==> src/rtl/sed_pkg.sv <==
package sed_pkg;

    localparam int BYTE_W = 8;
    localparam int LEN_W  = 2 * BYTE_W;

    localparam logic [BYTE_W-1:0] OP_GPIO_SET  = 8'h80;
    localparam logic [BYTE_W-1:0] OP_RD_LO     = 8'h81;
    localparam logic [BYTE_W-1:0] OP_RD_HI     = 8'h83;
    localparam logic [BYTE_W-1:0] OP_DIV_SET   = 8'h86;
    localparam logic [BYTE_W-1:0] OP_PRE_OFF   = 8'h8A;
    localparam logic [BYTE_W-1:0] OP_PRE_ON    = 8'h8B;
    localparam logic [BYTE_W-1:0] OP_CLK_BITS  = 8'h8E;
    localparam logic [BYTE_W-1:0] OP_CLK_BYTES = 8'h8F;
    localparam logic [BYTE_W-1:0] RSP_BAD_OP   = 8'hFA;

    localparam int FLAG_BITS = 1;   // count bits instead of bytes
    localparam int FLAG_DOUT = 4;   // payload follows the length

    typedef enum logic [2:0] {
        ST_OP,
        ST_ARG0,
        ST_ARG1,
        ST_PAY,
        ST_ERR
    } pstate_e;

    typedef enum logic [1:0] {
        JOB_SHIFT     = 2'd0,
        JOB_CLK_BITS  = 2'd1,
        JOB_CLK_BYTES = 2'd2
    } job_kind_e;

    typedef struct packed {
        job_kind_e         kind;
        logic [6:0]        flags;
        logic [LEN_W-1:0]  len_m1;
    } job_t;

    typedef struct packed {
        logic              gpio_we;
        logic [BYTE_W-1:0] gpio_val;
        logic [BYTE_W-1:0] gpio_dir;
        logic              div_we;
        logic [LEN_W-1:0]  div_val;
        logic              pre_we;
        logic              pre_val;
    } cfg_upd_t;

    function automatic logic is_xfer(input logic [BYTE_W-1:0] op);
        return !op[BYTE_W-1];
    endfunction

    function automatic logic needs_arg(input logic [BYTE_W-1:0] op);
        return (op == OP_GPIO_SET) || (op == OP_DIV_SET) ||
               (op == OP_CLK_BITS) || (op == OP_CLK_BYTES);
    endfunction

endpackage

==> src/rtl/sed_resp_fifo.sv <==
module sed_resp_fifo
    import sed_pkg::*;
#(
    parameter int DEPTH = 4
) (
    input  logic              clk,
    input  logic              rst,
    input  logic              push,
    input  logic [BYTE_W-1:0] push_data,
    input  logic              pop,
    output logic [BYTE_W-1:0] head,
    output logic              not_empty,
    output logic              room2
);
    localparam int AW = (DEPTH > 1) ? $clog2(DEPTH) : 1;
    localparam int CW = $clog2(DEPTH + 1);

    logic [BYTE_W-1:0] mem_q [DEPTH];
    logic [AW-1:0]     wr_q, rd_q;
    logic [CW-1:0]     cnt_q;
    logic              do_pop;

    assign do_pop    = pop && (cnt_q != '0);
    assign not_empty = (cnt_q != '0);
    assign head      = mem_q[rd_q];
    assign room2     = (int'(cnt_q) + 2 <= DEPTH);

    function automatic logic [AW-1:0] bump(input logic [AW-1:0] p);
        return (int'(p) == DEPTH - 1) ? '0 : p + 1'b1;
    endfunction

    always_ff @(posedge clk) begin
        if (rst) begin
            wr_q  <= '0;
            rd_q  <= '0;
            cnt_q <= '0;
        end else begin
            if (push) begin
                mem_q[wr_q] <= push_data;
                wr_q        <= bump(wr_q);
            end
            if (do_pop) rd_q <= bump(rd_q);
            if (push && !do_pop)      cnt_q <= cnt_q + 1'b1;
            else if (!push && do_pop) cnt_q <= cnt_q - 1'b1;
        end
    end
endmodule

==> src/rtl/sed_parser.sv <==
module sed_parser
    import sed_pkg::*;
(
    input  logic              clk,
    input  logic              rst,
    input  logic [BYTE_W-1:0] in_data,
    input  logic              in_valid,
    output logic              in_ready,
    input  logic              eng_busy,
    input  logic              room2,
    input  logic [BYTE_W-1:0] pins_lo,
    input  logic [BYTE_W-1:0] pins_hi,
    output logic              push,
    output logic [BYTE_W-1:0] push_data,
    output cfg_upd_t          cfg,
    output logic              job_valid,
    output job_t              job,
    output logic              pay_valid,
    output logic [BYTE_W-1:0] pay_data
);
    pstate_e            st_q, st_d;
    logic [BYTE_W-1:0]  op_q, op_d;
    logic [BYTE_W-1:0]  a0_q, a0_d;
    logic [LEN_W:0]     rem_q, rem_d;
    logic               acc;
    logic               job_v_d, pay_v_d;
    job_t               job_d;
    logic [LEN_W-1:0]   len_w;

    assign len_w = {in_data, a0_q};

    always_comb begin
        in_ready  = (st_q == ST_OP) ? (!eng_busy && room2) : (st_q != ST_ERR);
        acc       = in_valid && in_ready;
        st_d      = st_q;
        op_d      = op_q;
        a0_d      = a0_q;
        rem_d     = rem_q;
        push      = 1'b0;
        push_data = '0;
        cfg       = '0;
        job_v_d   = 1'b0;
        job_d     = '0;
        pay_v_d   = 1'b0;
        unique case (st_q)
            ST_OP: if (acc) begin
                op_d = in_data;
                if (is_xfer(in_data) || needs_arg(in_data)) begin
                    st_d = ST_ARG0;
                end else if (in_data == OP_RD_LO) begin
                    push      = 1'b1;
                    push_data = pins_lo;
                end else if (in_data == OP_RD_HI) begin
                    push      = 1'b1;
                    push_data = pins_hi;
                end else if (in_data == OP_PRE_OFF || in_data == OP_PRE_ON) begin
                    cfg.pre_we  = 1'b1;
                    cfg.pre_val = in_data[0];
                end else begin
                    push      = 1'b1;
                    push_data = RSP_BAD_OP;
                    st_d      = ST_ERR;
                end
            end
            ST_ARG0: if (acc) begin
                a0_d = in_data;
                if (is_xfer(op_q) && op_q[FLAG_BITS]) begin
                    job_v_d      = 1'b1;
                    job_d.kind   = JOB_SHIFT;
                    job_d.flags  = op_q[6:0];
                    job_d.len_m1 = LEN_W'(in_data);
                    if (op_q[FLAG_DOUT]) begin
                        rem_d = (LEN_W+1)'(1);
                        st_d  = ST_PAY;
                    end else begin
                        st_d = ST_OP;
                    end
                end else if (op_q == OP_CLK_BITS) begin
                    job_v_d      = 1'b1;
                    job_d.kind   = JOB_CLK_BITS;
                    job_d.len_m1 = LEN_W'(in_data);
                    st_d         = ST_OP;
                end else begin
                    st_d = ST_ARG1;
                end
            end
            ST_ARG1: if (acc) begin
                st_d = ST_OP;
                if (is_xfer(op_q)) begin
                    job_v_d      = 1'b1;
                    job_d.kind   = JOB_SHIFT;
                    job_d.flags  = op_q[6:0];
                    job_d.len_m1 = len_w;
                    if (op_q[FLAG_DOUT]) begin
                        rem_d = {1'b0, len_w} + (LEN_W+1)'(1);
                        st_d  = ST_PAY;
                    end
                end else if (op_q == OP_GPIO_SET) begin
                    cfg.gpio_we  = 1'b1;
                    cfg.gpio_val = a0_q;
                    cfg.gpio_dir = in_data;
                end else if (op_q == OP_DIV_SET) begin
                    cfg.div_we  = 1'b1;
                    cfg.div_val = len_w;
                end else begin
                    job_v_d      = 1'b1;
                    job_d.kind   = JOB_CLK_BYTES;
                    job_d.len_m1 = len_w;
                end
            end
            ST_PAY: if (acc) begin
                pay_v_d = 1'b1;
                rem_d   = rem_q - 1'b1;
                if (rem_q == (LEN_W+1)'(1)) st_d = ST_OP;
            end
            ST_ERR: begin
                push      = 1'b1;
                push_data = op_q;
                st_d      = ST_OP;
            end
            default: st_d = ST_OP;
        endcase
    end

    always_ff @(posedge clk) begin
        if (rst) begin
            st_q      <= ST_OP;
            op_q      <= '0;
            a0_q      <= '0;
            rem_q     <= '0;
            job_valid <= 1'b0;
            job       <= '0;
            pay_valid <= 1'b0;
            pay_data  <= '0;
        end else begin
            st_q      <= st_d;
            op_q      <= op_d;
            a0_q      <= a0_d;
            rem_q     <= rem_d;
            job_valid <= job_v_d;
            pay_valid <= pay_v_d;
            if (job_v_d) job <= job_d;
            if (pay_v_d) pay_data <= in_data;
        end
    end
endmodule

==> src/rtl/sed_cfg_regs.sv <==
module sed_cfg_regs
    import sed_pkg::*;
(
    input  logic              clk,
    input  logic              rst,
    input  cfg_upd_t          upd,
    output logic [BYTE_W-1:0] gpio_out,
    output logic [BYTE_W-1:0] gpio_oe,
    output logic [LEN_W-1:0]  clk_div,
    output logic              presc_en
);
    always_ff @(posedge clk) begin
        if (rst) begin
            gpio_out <= '0;
            gpio_oe  <= '0;
            clk_div  <= '0;
            presc_en <= 1'b0;
        end else begin
            if (upd.gpio_we) begin
                gpio_out <= upd.gpio_val;
                gpio_oe  <= upd.gpio_dir;
            end
            if (upd.div_we) clk_div  <= upd.div_val;
            if (upd.pre_we) presc_en <= upd.pre_val;
        end
    end
endmodule

==> src/rtl/serial_cmd_decoder.sv <==
module serial_cmd_decoder
    import sed_pkg::*;
#(
    parameter int RESP_DEPTH = 4
) (
    input  logic        clk,
    input  logic        rst,
    input  logic [7:0]  in_data,
    input  logic        in_valid,
    output logic        in_ready,
    output logic [7:0]  resp_data,
    output logic        resp_valid,
    input  logic        resp_ready,
    input  logic        eng_busy,
    output logic        job_valid,
    output logic [1:0]  job_kind,
    output logic [6:0]  job_flags,
    output logic [15:0] job_len,
    output logic        pay_valid,
    output logic [7:0]  pay_data,
    input  logic [7:0]  pins_lo,
    input  logic [7:0]  pins_hi,
    output logic [7:0]  gpio_out,
    output logic [7:0]  gpio_oe,
    output logic [15:0] clk_div,
    output logic        presc_en
);
    logic              push, room2;
    logic [BYTE_W-1:0] push_data;
    cfg_upd_t          upd;
    job_t              job;

    sed_parser u_parser (
        .clk       (clk),
        .rst       (rst),
        .in_data   (in_data),
        .in_valid  (in_valid),
        .in_ready  (in_ready),
        .eng_busy  (eng_busy),
        .room2     (room2),
        .pins_lo   (pins_lo),
        .pins_hi   (pins_hi),
        .push      (push),
        .push_data (push_data),
        .cfg       (upd),
        .job_valid (job_valid),
        .job       (job),
        .pay_valid (pay_valid),
        .pay_data  (pay_data)
    );

    sed_resp_fifo #(.DEPTH(RESP_DEPTH)) u_fifo (
        .clk       (clk),
        .rst       (rst),
        .push      (push),
        .push_data (push_data),
        .pop       (resp_ready),
        .head      (resp_data),
        .not_empty (resp_valid),
        .room2     (room2)
    );

    sed_cfg_regs u_regs (
        .clk      (clk),
        .rst      (rst),
        .upd      (upd),
        .gpio_out (gpio_out),
        .gpio_oe  (gpio_oe),
        .clk_div  (clk_div),
        .presc_en (presc_en)
    );

    assign job_kind  = job.kind;
    assign job_flags = job.flags;
    assign job_len   = job.len_m1;
endmodule

==> config.mk <==
export PLATFORM = sky130hd
export DESIGN_NAME = serial_cmd_decoder
export DESIGN_NICKNAME = d
export VERILOG_FILES = /design/src/rtl/sed_pkg.sv /design/src/rtl/sed_resp_fifo.sv /design/src/rtl/sed_parser.sv /design/src/rtl/sed_cfg_regs.sv /design/src/rtl/serial_cmd_decoder.sv
export SDC_FILE = /design/constraint.sdc
export NUM_CORES = 1
export LEC_CHECK = 0
export BUFFER_PORTS_ARGS = -buffer_cell sky130_fd_sc_hd__buf_2
export CORE_MARGIN = 2
export CORE_UTILIZATION = 30
export CTS_BUF_LIST = sky130_fd_sc_hd__clkbuf_16
export CTS_CLUSTER_SIZE = 12
export DETAILED_ROUTE_END_ITERATION = 12
export SLEW_MARGIN = 20
export SYNTH_ARGS = -nofsm -noshare
export SYNTH_HDL_FRONTEND = slang
export SYNTH_SLANG_ARGS = --single-unit
export TNS_END_PERCENT = 50
==> constraint.sdc <==
create_clock -name clk -period 3.35 [get_ports clk]
set_clock_uncertainty 0.1 [all_clocks]
set_input_delay 0.67 -clock clk [delete_from_list [all_inputs] [get_ports clk]]
set_output_delay 0.67 -clock clk [all_outputs]
set_load 0.005 [all_outputs]
==> results of run 1 <==
-- worst paths after layout --
| check | from | to | cells after the start |
|---|---|---|---|
| worst max register to register | u_fifo.cnt_q[1] | u_fifo.cnt_q[2] | 11 |
| worst min register to register | u_parser.job[14] | u_parser.job[14] | 2 |
| worst min-delay path | u_parser.job[14] | u_parser.job[14] | 2 |
| worst max-delay path | u_fifo.cnt_q[1] | u_fifo.cnt_q[2] | 11 |
-- stage by stage --
step           cell area, um2  setup WS [ns]  instances  total power, mW  hold slack (ns)
2_1_floorplan            6930          0.375        738             2.75            0.351
3_3_place_gp             7760          0.154       1100             3.06            0.341
3_5_place_dp             7760         0.0968       1100             3.07            0.348
4_1_cts                  8370         0.0718       1132             5.04            0.358
5_1_grt                  8370         0.0335       1132             5.25            0.379
6_report                 8370          0.202       1132             5.02            0.354
-- layout by cell type, fill, tap and decap left out, types with 4 or more instances in the layout --
cell type / n
buf_4: 25
clkinv_4: 4
nor2_1: 57
a21o_1: 10
nand4_1: 5
xnor2_1: 5
o22ai_1: 11
ha_1: 10
and3_1: 6
nor4_1: 10
buf_2: 106
mux4_2: 8
mux2i_1: 51
o21ai_0: 38
a22oi_1: 11
nor3_1: 18
or3_1: 6
edfxtp_1: 32
a21oi_1: 67
nand3_1: 15
dfxtp_1: 112
inv_1: 17
a31oi_1: 11
clkbuf_16: 17
nand2_1: 99
nand3b_1: 4
xor2_1: 6
-- power by group --
group / internal (mW) / switching [mW]
clock: 1.18 / 0.797
combinational: 0.419 / 0.596
sequential: 1.89 / 0.141
-- kinds of logic after synthesis --
kind of cell,Yosys count
buffers and inverters,73
adder cells (fa/ha/maj),11
XOR/XNOR,11
multiplexers,60
AO/OA/AOI/OAI,174
AND/OR/NAND/NOR,264
flip-flops,145
-- sequential cells by signal, indices dropped and copies added (netlist names), 2 cells and up, named ones only --
name               flops
u_parser.job          25
u_fifo.wr_q            2
u_regs.clk_div        16
u_parser.a0_q          8
u_fifo.mem_q          32
u_fifo.cnt_q           3
u_regs.gpio_out        8
u_parser.st_q          3
u_parser.pay_data      8
u_fifo.rd_q            2
u_parser.op_q          8
u_regs.gpio_oe         8
u_parser.rem_q        17
-- worst register-to-register path, cell delays in order, from the launching register on --
cell and delay [ns]:
dfxtp_2 0.35, ha_1 0.31, or2_2 0.31, a311oi_2 0.33, o211a_1 0.23, a21o_1 0.19, ha_1 0.21, inv_1 0.06
fa_1 0.37, xor2_1 0.16, or3_1 0.31, a21oi_1 0.14
-- layout make-up --
cell class                 count  area, um2
tap                          285        357
inverter                      19       71.3
clock inverter                15        181
sequential                   145       3220
fill                        2264      14300
clock buffer                  17        425
timing repair buffer         131        718
multi-input combinational    520       3400
-- metal layers --
layer	vias to the layer above	track usage	wire, um
met3	22	0.0464	1880
met1	2813	0.229	9140
li1	2859	-	-
met2	210	0.252	8690
met5	-	0	0
met4	0	0.0485	273
==> key figures, run 1 <==
Global route
  – Vias in the first global route: 5565
  – Grt ovf: 0
  – Initial antenna violation count: 0
  – Largest net degree at the start of global routing: 75
  – First-pass GRT wire length: about 31 mm
  – Global-route usage over all layers: 0.166

Drt
  – ANT nets after route: 0
  – Detailed-route DRC error count: 0
  – Routed length per instance: 17.6 um
  – Routed vias: 5904
  – Avg Vias per Cell: about 5.2
  – TritonRoute pass-1 iters: 5
  – Routed WL: 20.0 mm
  – Number of DRC markers in iteration 0: 428

Placement
  – PortBufs: 106
  – Routability cong.: 0.813
  – Post-DP HPWL: 13.9 mm

Pwr
  – Leakage power: 3.47 nW
  – Peak VDD IR: 0.436 mV
  – PD cells: 600 mW/mm2

Worst setup path
  – Crit-path cells: ha_1 > or2_2 > a311oi_2 > o211a_1 > a21o_1 > ha_1 > inv_1 > fa_1 > xor2_1 > or3_1 > a21oi_1
  – Register-to-Register Setup Slack: 0.20 ns
  – Slowest CP cell: fa_1
  – CP Data Required Time: 3.60 ns
  – Critical Path Most Common Cell: ha_1
  – Worst Path Buf+Inv: 1
  – CP delay by family, top: adder cells
  – Critical path capture point type: flip-flop
  – CP max FO: 5
  – Largest stage delay on the critical path: 0.37 ns
  – Worst Path Arrival: 3.40 ns
  – CP startpoint kind: flip-flop
  – Crit path kind: reg2reg

Synthesis
  – Simple-gate area share of the yosys netlist: 0.201
  – Count leader, synth: dfxtp_1
  – Synth area leaders: dfxtp_1 (33%), edfxtp_1 (14%), mux2i_1 (7.4%), nand2_1 (5.4%), a21oi_1 (4.8%)
  – Yosys cell types: 75
  – Adder-Cell Fraction of Synth Area: 0.0209
  – Syn. warnings: 0
  – Synthesized area: 0.00693 mm2
  – Synth Area per Inst: between 9 and 10 um2
  – Share of synthesized registers carrying an async set or reset: 0
  – Post-Synth XOR/XNOR Area: 0.0139
  – Compound-Gate Fraction of Synth Area: 0.153
  – Mapped Cells: 738
  – Number of flops mapped to enable cells by yosys: 32
  – Main combinational cell family by area after synthesis: simple AND/OR/NAND/NOR gates
  – Synth top area share: 0.327
  – Post-synth top area cell: dfxtp_1
  – Post-synthesis sequential area ratio: 0.465
  – Synth Flop Type: dfxtp_1
  – Commonest cells in the netlist: dfxtp_1 (113), nand2_1 (99), a21oi_1 (67)
  – #FFs+latches synth: 145
  – Syn Nets: ~780
  – Post-synthesis mux area share: 0.101

Die
  – Floorplan Core Area: between 0.02 and 0.025 mm2
  – Chip Width: ~160 um
  – Die area: roughly 0.024 mm2
  – Die height: approximately 160 um
  – I/O pin count: ~110
  – Initial Utilization: 0.306
  – Rows: 55

Hold path
  – Hold Crit Class: reg2reg

Clocking
  – Total CTS buffers: 17
  – Post-cts sizing count: 0
  – Hold_buf cts: 0
  – CTS tree: built
  – Sink Count: around 150
  – Clock-pin slew on the worst setup and hold paths: around 0.060 ns
  – Setup bufs post-CTS: 0
  – Max Buffers Root-to-Sink: 2
  – Htree depth: 4
  – Worst-Skew Late Latency: 0.42 ns
  – Clock root buffer: clkbuf_16

Cells and area
  – Final core utilization: 0.370
  – Layout cells sized above 1: 0.234
  – Final net count: between 800 and 900
  – Area Overhead vs Synth: 20.9%
  – Ant diodes: 0

Timing
  – Total negative slack: 0 ns
  – Final setup violation count: 0
  – Worst slew pin tran: approximately 0.78 ns
  – Rel. slew slack: 0.478
  – Fmax: 318 MHz
  – Unrepaired setup endpoints after global routing: no
  – Final worst-path cycle share: 0.940
  – Final Hold Fails: 0
  – Fin. max-slew vios: 0
  – Final min period: around 3.1 ns

Job
  – Max_cap viols: 0

Outcome
  – Status: finished clean
No activity file was read; power rests on OpenSTA's default activity.
==> run 2, diff against run 1 <==
Settings changed: BUFFER_PORTS_ARGS -buffer_cell sky130_fd_sc_hd__buf_2 to -buffer_cell sky130_fd_sc_hd__buf_4, SKIP_LAST_GASP set to 1, SYNTH_HIERARCHICAL set to 1.
==> run 2 against run 1 <==
Against the previous run:
- setup slack lost 0.14 ns
- maximum frequency shrank 4.2%
- sequential cell count stayed put
- final cell count rose by 4.5%
- clock power shrank 7%
- power shrank 0.57%
- count of clock-buffer cells in the layout unchanged
- synthesized cell count is 2.8% higher
- via count grew 3.4%
- area after synthesis up 1.0%
==> key figures, run 2 <==
Cells and area
  – Final net count: 897 (was 874)
  – Final core utilization: 0.385 (was 0.370)
  – Top flop regs: u_fifo/mem_q: 32 flops, u_parser/job: 25 flops, u_parser/rem_q: 17 flops (was u_fifo.mem_q: 32 flops, u_parser.job: 25 flops, u_parser.rem_q: 17 flops)
  – Layout cells sized above 1: 0.230 (was 0.234)
  – Max FFs per register: 32 (unchanged)
  – Most common cell after layout, fill and taps aside: buf_4 (was dfxtp_1)
  – Area Overhead vs Synth: 25.2% (was 20.9%)
  – Post-route cell area: 0.00876 mm2 (was 0.00837 mm2)
  – Ant diodes: 0 (unchanged)
  – Largest Register: u_fifo/mem_q (was u_fifo.mem_q)
  – Most frequent cells in the layout: buf_4 (140), dfxtp_1 (111), nand2_1 (71), nor2_1 (71), a21oi_1 (59) (was dfxtp_1 (112), buf_2 (106), nand2_1 (99))

Timing
  – Fmax: 304 MHz (was 318 MHz)
  – Rel. slew slack: 0.364 (was 0.478)
  – Final setup violation count: 0 (unchanged)
  – Final Hold Fails: 0 (unchanged)
  – Fin. max-slew vios: 0 (unchanged)
  – Final min period: 3.29 ns (was 3.15 ns)
  – Unrepaired setup endpoints after global routing: yes (was no)
  – Worst slew pin tran: 0.952 ns (was 0.783 ns)
  – Total negative slack: 0 ns (unchanged)
  – Final worst-path cycle share: 0.981 (was 0.940)

Clocking
  – Htree depth: 4 (unchanged)
  – Clock root buffer: clkbuf_16 (unchanged)
  – CTS tree: built (unchanged)
  – Total CTS buffers: 17 (unchanged)
  – Sink Count: 145 (unchanged)
  – Worst-Skew Late Latency: 0.42 ns (about the same)
  – Clock-pin slew on the worst setup and hold paths: 0.06 ns (about the same)
  – Hold_buf cts: 0 (unchanged)
  – Max Buffers Root-to-Sink: 2 (unchanged)

Worst setup path
  – Worst Setup SP: u_fifo/cnt_q[1] (was u_fifo.cnt_q[1])
  – Largest stage delay on the critical path: 0.43 ns (was 0.37 ns)
  – Register-to-Register Setup Slack: 0.06 ns (was 0.20 ns)
  – CP max FO: 2 (was 5)
  – Capture point of the critical path: u_fifo/cnt_q[2] (was u_fifo.cnt_q[2])
  – CP Data Required Time: 3.59 ns (was 3.60 ns)
  – Reg2reg end: u_fifo/cnt_q[2] (was u_fifo.cnt_q[2])
  – Worst Path Buf+Inv: 1 (unchanged)
  – R2R Path Start: u_fifo/cnt_q[1] (was u_fifo.cnt_q[1])
  – Slowest CP cell: or4_4 (was fa_1)
  – Critical path capture point type: flip-flop (unchanged)
  – CP Depth: 14 (was 11)
  – CP delay by family, top: simple AND/OR/NAND/NOR gates (was adder cells)
  – Worst Path Arrival: 3.53 ns (was 3.40 ns)
  – CP startpoint kind: flip-flop (unchanged)
  – Crit path kind: reg2reg (unchanged)
  – Register-to-Register Path Depth: 14 (was 11)
  – Crit-path cells: ha_4 > nand3b_1 > o21ai_2 > nand2b_1 > or4_4 > or2_1 > or2_4 > a21oi_4 > ha_2 > inv_1 > fa_2 > xor2_1 > or3_1 > a21oi_2 (was ha_1 > or2_2 > a311oi_2 > o211a_1 > a21o_1 > ha_1 > inv_1 > fa_1 > xor2_1 > or3_1 > a21oi_1)

Pwr
  – Switching Power: 1.50 mW (was 1.53 mW)
  – Clock Power Share: 0.369 (was 0.394)
  – PD cells: 570 mW/mm2 (was 600 mW/mm2)
  – Sequential power share: 0.409 (was 0.404)
  – Sw Share: 0.300 (was 0.306)
  – Internal: 3.49 mW (about the same)
  – Combinational share of power: 0.222 (was 0.202)
  – Tot Pwr: 4.99 mW (was 5.02 mW)
  – Leakage power: 3.23 nW (was 3.47 nW)
  – Peak VDD IR: 0.414 mV (was 0.436 mV)

Synthesis
  – Synth Flop Type: dfxtp_1 (unchanged)
  – Mapped Cells: 759 (was 738)
  – Synth area leaders: dfxtp_1 (32%), edfxtp_1 (14%), mux2i_1 (5.9%), a21oi_1 (4.4%), nor2_1 (3.9%) (was dfxtp_1 (33%), edfxtp_1 (14%), mux2i_1 (7.4%), nand2_1 (5.4%), a21oi_1 (4.8%))
  – Synthesized area: 0.00700 mm2 (was 0.00693 mm2)
  – Post-synthesis sequential area ratio: 0.460 (was 0.465)
  – Synth Area per Inst: 9.22 um2 (was 9.39 um2)
  – Commonest cells in the netlist: dfxtp_1 (113), nor2_1 (72), nand2_1 (71) (was dfxtp_1 (113), nand2_1 (99), a21oi_1 (67))
  – Syn. warnings: 6 (was 0)
  – Share of synthesized registers carrying an async set or reset: 0 (unchanged)
  – Number of flops mapped to enable cells by yosys: 32 (unchanged)
  – Syn Nets: 799 (was 778)
  – Count leader, synth: dfxtp_1 (unchanged)
  – #FFs+latches synth: 145 (unchanged)
  – Synth top area share: 0.323 (was 0.327)
  – Post-synth top area cell: dfxtp_1 (unchanged)
  – Yosys cell types: 68 (was 75)

Die
  – Chip Width: 157 um (was 156 um)
  – Die area: 0.0246 mm2 (was 0.0243 mm2)
  – Floorplan Core Area: 0.0228 mm2 (was 0.0226 mm2)
  – Rows: 55 (unchanged)
  – Die height: 157 um (was 156 um)
  – I/O pin count: 107 (unchanged)
  – Initial Utilization: 0.307 (was 0.306)

Global route
  – Largest net degree at the start of global routing: 76 (was 75)
  – Grt ovf: 0 (unchanged)
  – Global-route usage over all layers: 0.173 (was 0.166)
  – First-pass GRT wire length: 32.6 mm (was 31.3 mm)
  – Initial antenna violation count: 0 (unchanged)
  – Vias in the first global route: 5791 (was 5565)

Placement
  – PortBufs: 106 (unchanged)
  – Routability cong.: 0.892 (was 0.813)
  – Placed cell area: 0.00818 mm2 (was 0.00776 mm2)
  – Post-DP HPWL: 14.9 mm (was 13.9 mm)

Drt
  – Avg Vias per Cell: 5.16 (was 5.22)
  – Routed vias: 6102 (was 5904)
  – Routed WL: 21.1 mm (was 20.0 mm)
  – ANT nets after route: 0 (unchanged)
  – Routed length per instance: 17.8 um (was 17.6 um)
  – Detailed-route DRC error count: 0 (unchanged)
  – Number of DRC markers in iteration 0: 445 (was 428)
  – TritonRoute pass-1 iters: 5 (unchanged)

Hold path
  – Worst hold stages: 2 (unchanged)
  – Hold Path Origin: u_parser/pay_data[1] (was u_parser.job[14])
  – Hold Crit Class: reg2reg (unchanged)

Outcome
  – Status: finished clean (unchanged)

Job
  – Max_cap viols: 0 (unchanged)
## run 2: cell families after synthesis
kind of cell,count (synthesis),share of synthesized area
fa+ha+maj,11,0.0207
xor+xnor,16,0.0200
mux,51,0.0908
buf+inv,78,0.0527
simple gates,292,0.212
flops,145,0.460
compound gates,166,0.144
## run 2: layout make-up
class / instances / area [um2]
Clock buffer: 17 / 425
Tap cell: 313 / 392
Timing Repair Buffer: 140 / 1050
Inverter: 17 / 63.8
Clock inverter: 15 / 144
Fill cell: 2315 / 14000
Multi-Input combinational cell: 536 / 3460
Sequential cell: 145 / 3230
## run 2: worst min-delay path by stage
stage | endpoint
after floorplan | u_parser/rem_q[15]
after global placement | u_parser/pay_data[3]
after detailed placement | u_parser/pay_data[1]
after CTS | u_parser/pay_data[1]
after global routing | u_parser/pay_data[1]
final | u_parser/pay_data[1]
## run 2: power by group through the flow
stage	Clock, mW	Combinational, mW	Sequential [mW]
6_report	1.84	1.11	2.04
3_3_place_gp	0	1.06	2.08
3_5_place_dp	0	1.08	2.08
2_1_floorplan	0	0.713	2.02
5_1_grt	1.97	1.21	2.06
4_1_cts	1.89	1.08	2.04
## run 2: worst register-to-register path, delay by kind of cell (launching register included)
| kind | cells | cell delay [ns] |
|---|---|---|
| and+or+nand+nor | 6 | 1.44 |
| adders and majority gates | 3 | 0.80 |
| DFF | 1 | 0.35 |
| AOI/OAI and AO/OA | 3 | 0.32 |
| xor gates and xnor gates | 1 | 0.17 |
| buffers and inverters | 1 | 0.05 |
## run 2: routing by layer
layer | GRT usage | share of wire | up-vias
li1 | - | - | 2930
met1 | 0.230 | 0.45 | 2930
met2 | 0.279 | 0.46 | 214
met3 | 0.0421 | 0.063 | 28
met4 | 0.0529 | 0.019 | 0
met5 | 0 | 0 | -
## run 2: metrics by stage
step	hold WS, ns	cells	worst slack, ns
floorplan	0.344	759	0.00500
global placement	0.345	1150	0.00772
detailed placement	0.350	1150	-0.0567
CTS	0.359	1182	0.00885
global route	0.379	1183	-0.0653
finish	0.359	1183	0.0639
## run 2: timing repair
action	CTS	global route
endpoints found under the hold margin	0	0
setup endpoints to repair	0	9
gates resized for setup	0	4
setup buffers	0	1
==> run 3, diff against run 2 <==
Settings changed: CTS_BUF_LIST sky130_fd_sc_hd__clkbuf_16 to not set.
==> run 3 against run 2 <==
Against the previous run:
- first-iteration DRC count down 0.45%
- worst hold slack about the same
- wire length about the same
- utilization unchanged
- critical path type unchanged
==> key figures, run 3 (same netlist as run 2, synthesis figures left out) <==
Worst setup path
  – CP max FO: 2 (unchanged)
  – Worst Path Arrival: 3.53 ns (about the same)
  – CP startpoint kind: flip-flop (unchanged)
  – Critical path capture point type: flip-flop (unchanged)
  – CP Data Required Time: 3.59 ns (about the same)
  – Crit path kind: reg2reg (unchanged)

Clocking
  – Htree depth: 4 (unchanged)
  – Sink Count: 145 (unchanged)
  – Total CTS buffers: 17 (unchanged)
  – Hold_buf cts: 0 (unchanged)
  – Max Buffers Root-to-Sink: 2 (unchanged)
  – Clock-pin slew on the worst setup and hold paths: 0.06 ns (about the same)
  – CTS tree: built (unchanged)
  – Clock root buffer: clkbuf_16 (unchanged)
  – Worst-Skew Late Latency: 0.42 ns (about the same)

Cells and area
  – Max FFs per register: 32 (unchanged)
  – Most common cell after layout, fill and taps aside: buf_4 (unchanged)
  – Area Overhead vs Synth: 25.2% (unchanged)
  – Final cell count without fillers: 1183 (unchanged)
  – Layout cells sized above 1: 0.230 (unchanged)
  – Largest Register: u_fifo/mem_q (unchanged)
  – Top flop regs: u_fifo/mem_q: 32 flops, u_parser/job: 25 flops, u_parser/rem_q: 17 flops (unchanged)
  – Final net count: 897 (unchanged)
  – Most frequent cells in the layout: buf_4 (140), dfxtp_1 (111), nand2_1 (71), nor2_1 (71), a21oi_1 (59) (unchanged)
  – Ant diodes: 0 (unchanged)

Timing
  – Rel. slew slack: 0.358 (was 0.364)
  – Unrepaired setup endpoints after global routing: yes (unchanged)
  – Final Hold Fails: 0 (unchanged)
  – Worst slew pin tran: 0.960 ns (was 0.952 ns)
  – Final worst-path cycle share: 0.981 (about the same)
  – Fmax: 304 MHz (about the same)
  – Final setup violation count: 0 (unchanged)
  – Total negative slack: 0 ns (unchanged)
  – Final min period: 3.29 ns (about the same)
  – Fin. max-slew vios: 0 (unchanged)

Global route
  – Grt ovf: 0 (unchanged)
  – Vias in the first global route: 5791 (unchanged)
  – Largest net degree at the start of global routing: 76 (unchanged)
  – Initial antenna violation count: 0 (unchanged)
  – Global-route usage over all layers: 0.173 (unchanged)
  – First-pass GRT wire length: 32.6 mm (unchanged)

Drt
  – Routed WL: 21.1 mm (about the same)
  – Number of DRC markers in iteration 0: 443 (was 445)
  – Routed length per instance: 17.8 um (about the same)
  – Routed vias: 6092 (was 6102)
  – Detailed-route DRC error count: 0 (unchanged)
  – Avg Vias per Cell: 5.15 (was 5.16)
  – ANT nets after route: 0 (unchanged)
  – TritonRoute pass-1 iters: 5 (unchanged)

Die
  – Die area: 0.0246 mm2 (unchanged)
  – Rows: 55 (unchanged)
  – Die height: 157 um (unchanged)
  – Initial Utilization: 0.307 (unchanged)
  – Floorplan Core Area: 0.0228 mm2 (unchanged)
  – Chip Width: 157 um (unchanged)
  – I/O pin count: 107 (unchanged)

Pwr
  – Peak VDD IR: 0.414 mV (about the same)
  – Tot Pwr: 5.00 mW (was 4.99 mW)
  – Leakage power: 3.22 nW (was 3.23 nW)
  – PD cells: 571 mW/mm2 (was 570 mW/mm2)

Placement
  – Placed cells: 1150 (unchanged)
  – Post-DP HPWL: 14.9 mm (unchanged)
  – Routability cong.: 0.892 (unchanged)
  – PortBufs: 106 (unchanged)

Outcome
  – Status: finished clean (unchanged)

Hold path
  – Hold Crit Class: reg2reg (unchanged)

Job
  – Max_cap viols: 0 (unchanged)
-- run 3: changes by cell type in the layout (fill, tap and decap cells not counted) --
cell	before	now
clkbuf_1	0	3
inv_1	20	17
-- run 3: metrics by stage --
stage / setup WS (ns) / util / instance area [um2] / hold WS (ns)
6_report: 0.0632 / 0.385 / 8760 / 0.359
5_1_grt: -0.0653 / 0.385 / 8760 / 0.379
4_1_cts: 0.00885 / 0.384 / 8750 / 0.359
3_5_place_dp: -0.0567 / 0.359 / 8180 / 0.350
3_3_place_gp: 0.00772 / 0.359 / 8180 / 0.345
2_1_floorplan: 0.00500 / - / 7050 / 0.344
-- run 3: final timing paths --
path	slack, ns	from	cells past startpoint	endpoint
worst max register to register	0.06	u_fifo/cnt_q[1]	14	u_fifo/cnt_q[2]
worst min-delay path	0.36	u_parser/pay_data[1]	2	u_parser/pay_data[1]
worst max-delay path	0.06	u_fifo/cnt_q[1]	14	u_fifo/cnt_q[2]
worst min register to register	0.36	u_parser/pay_data[1]	2	u_parser/pay_data[1]
-- run 3: layout make-up --
cell class                      count  area, um2
Clock buffer                       20        437
Clock inverter                     12        133
Fill cell                        2315      14000
Inverter                           17       63.8
Multi-Input combinational cell    536       3460
Sequential cell                   145       3230
Tap cell                          313        392
Timing Repair Buffer              140       1050
-- run 3: report_power, final --
group / switching [mW] / total [mW] / leakage [nW] / internal, mW
clock network: 0.754 / 1.85 / 0.259 / 1.10
registers: 0.141 / 2.05 / 1.21 / 1.90
logic: 0.607 / 1.11 / 1.75 / 0.500
total: 1.50 / 5.00 / 3.22 / 3.50
-- run 3: worst max-delay path, stage by stage (launching register included) --
cell	delay, ns
dfxtp_4	0.35
ha_4	0.26
nand3b_1	0.09
o21ai_2	0.08
nand2b_1	0.10
or4_4	0.43
or2_1	0.24
or2_4	0.25
a21oi_4	0.13
ha_2	0.19
inv_1	0.05
fa_2	0.34
xor2_1	0.17
or3_1	0.33
a21oi_2	0.11
-- run 3: metal layers --
layer | GRT usage | part of all wire
met1 | 0.230 | 0.45
met2 | 0.279 | 0.47
met3 | 0.0421 | 0.063
met4 | 0.0529 | 0.016
met5 | 0 | 0
-- run 3: timing repair --
item | 4_1_cts | 5_1_grt
resized for setup | 0 | 4
endpoints found under the setup margin | 0 | 9
setup buffers | 0 | 1
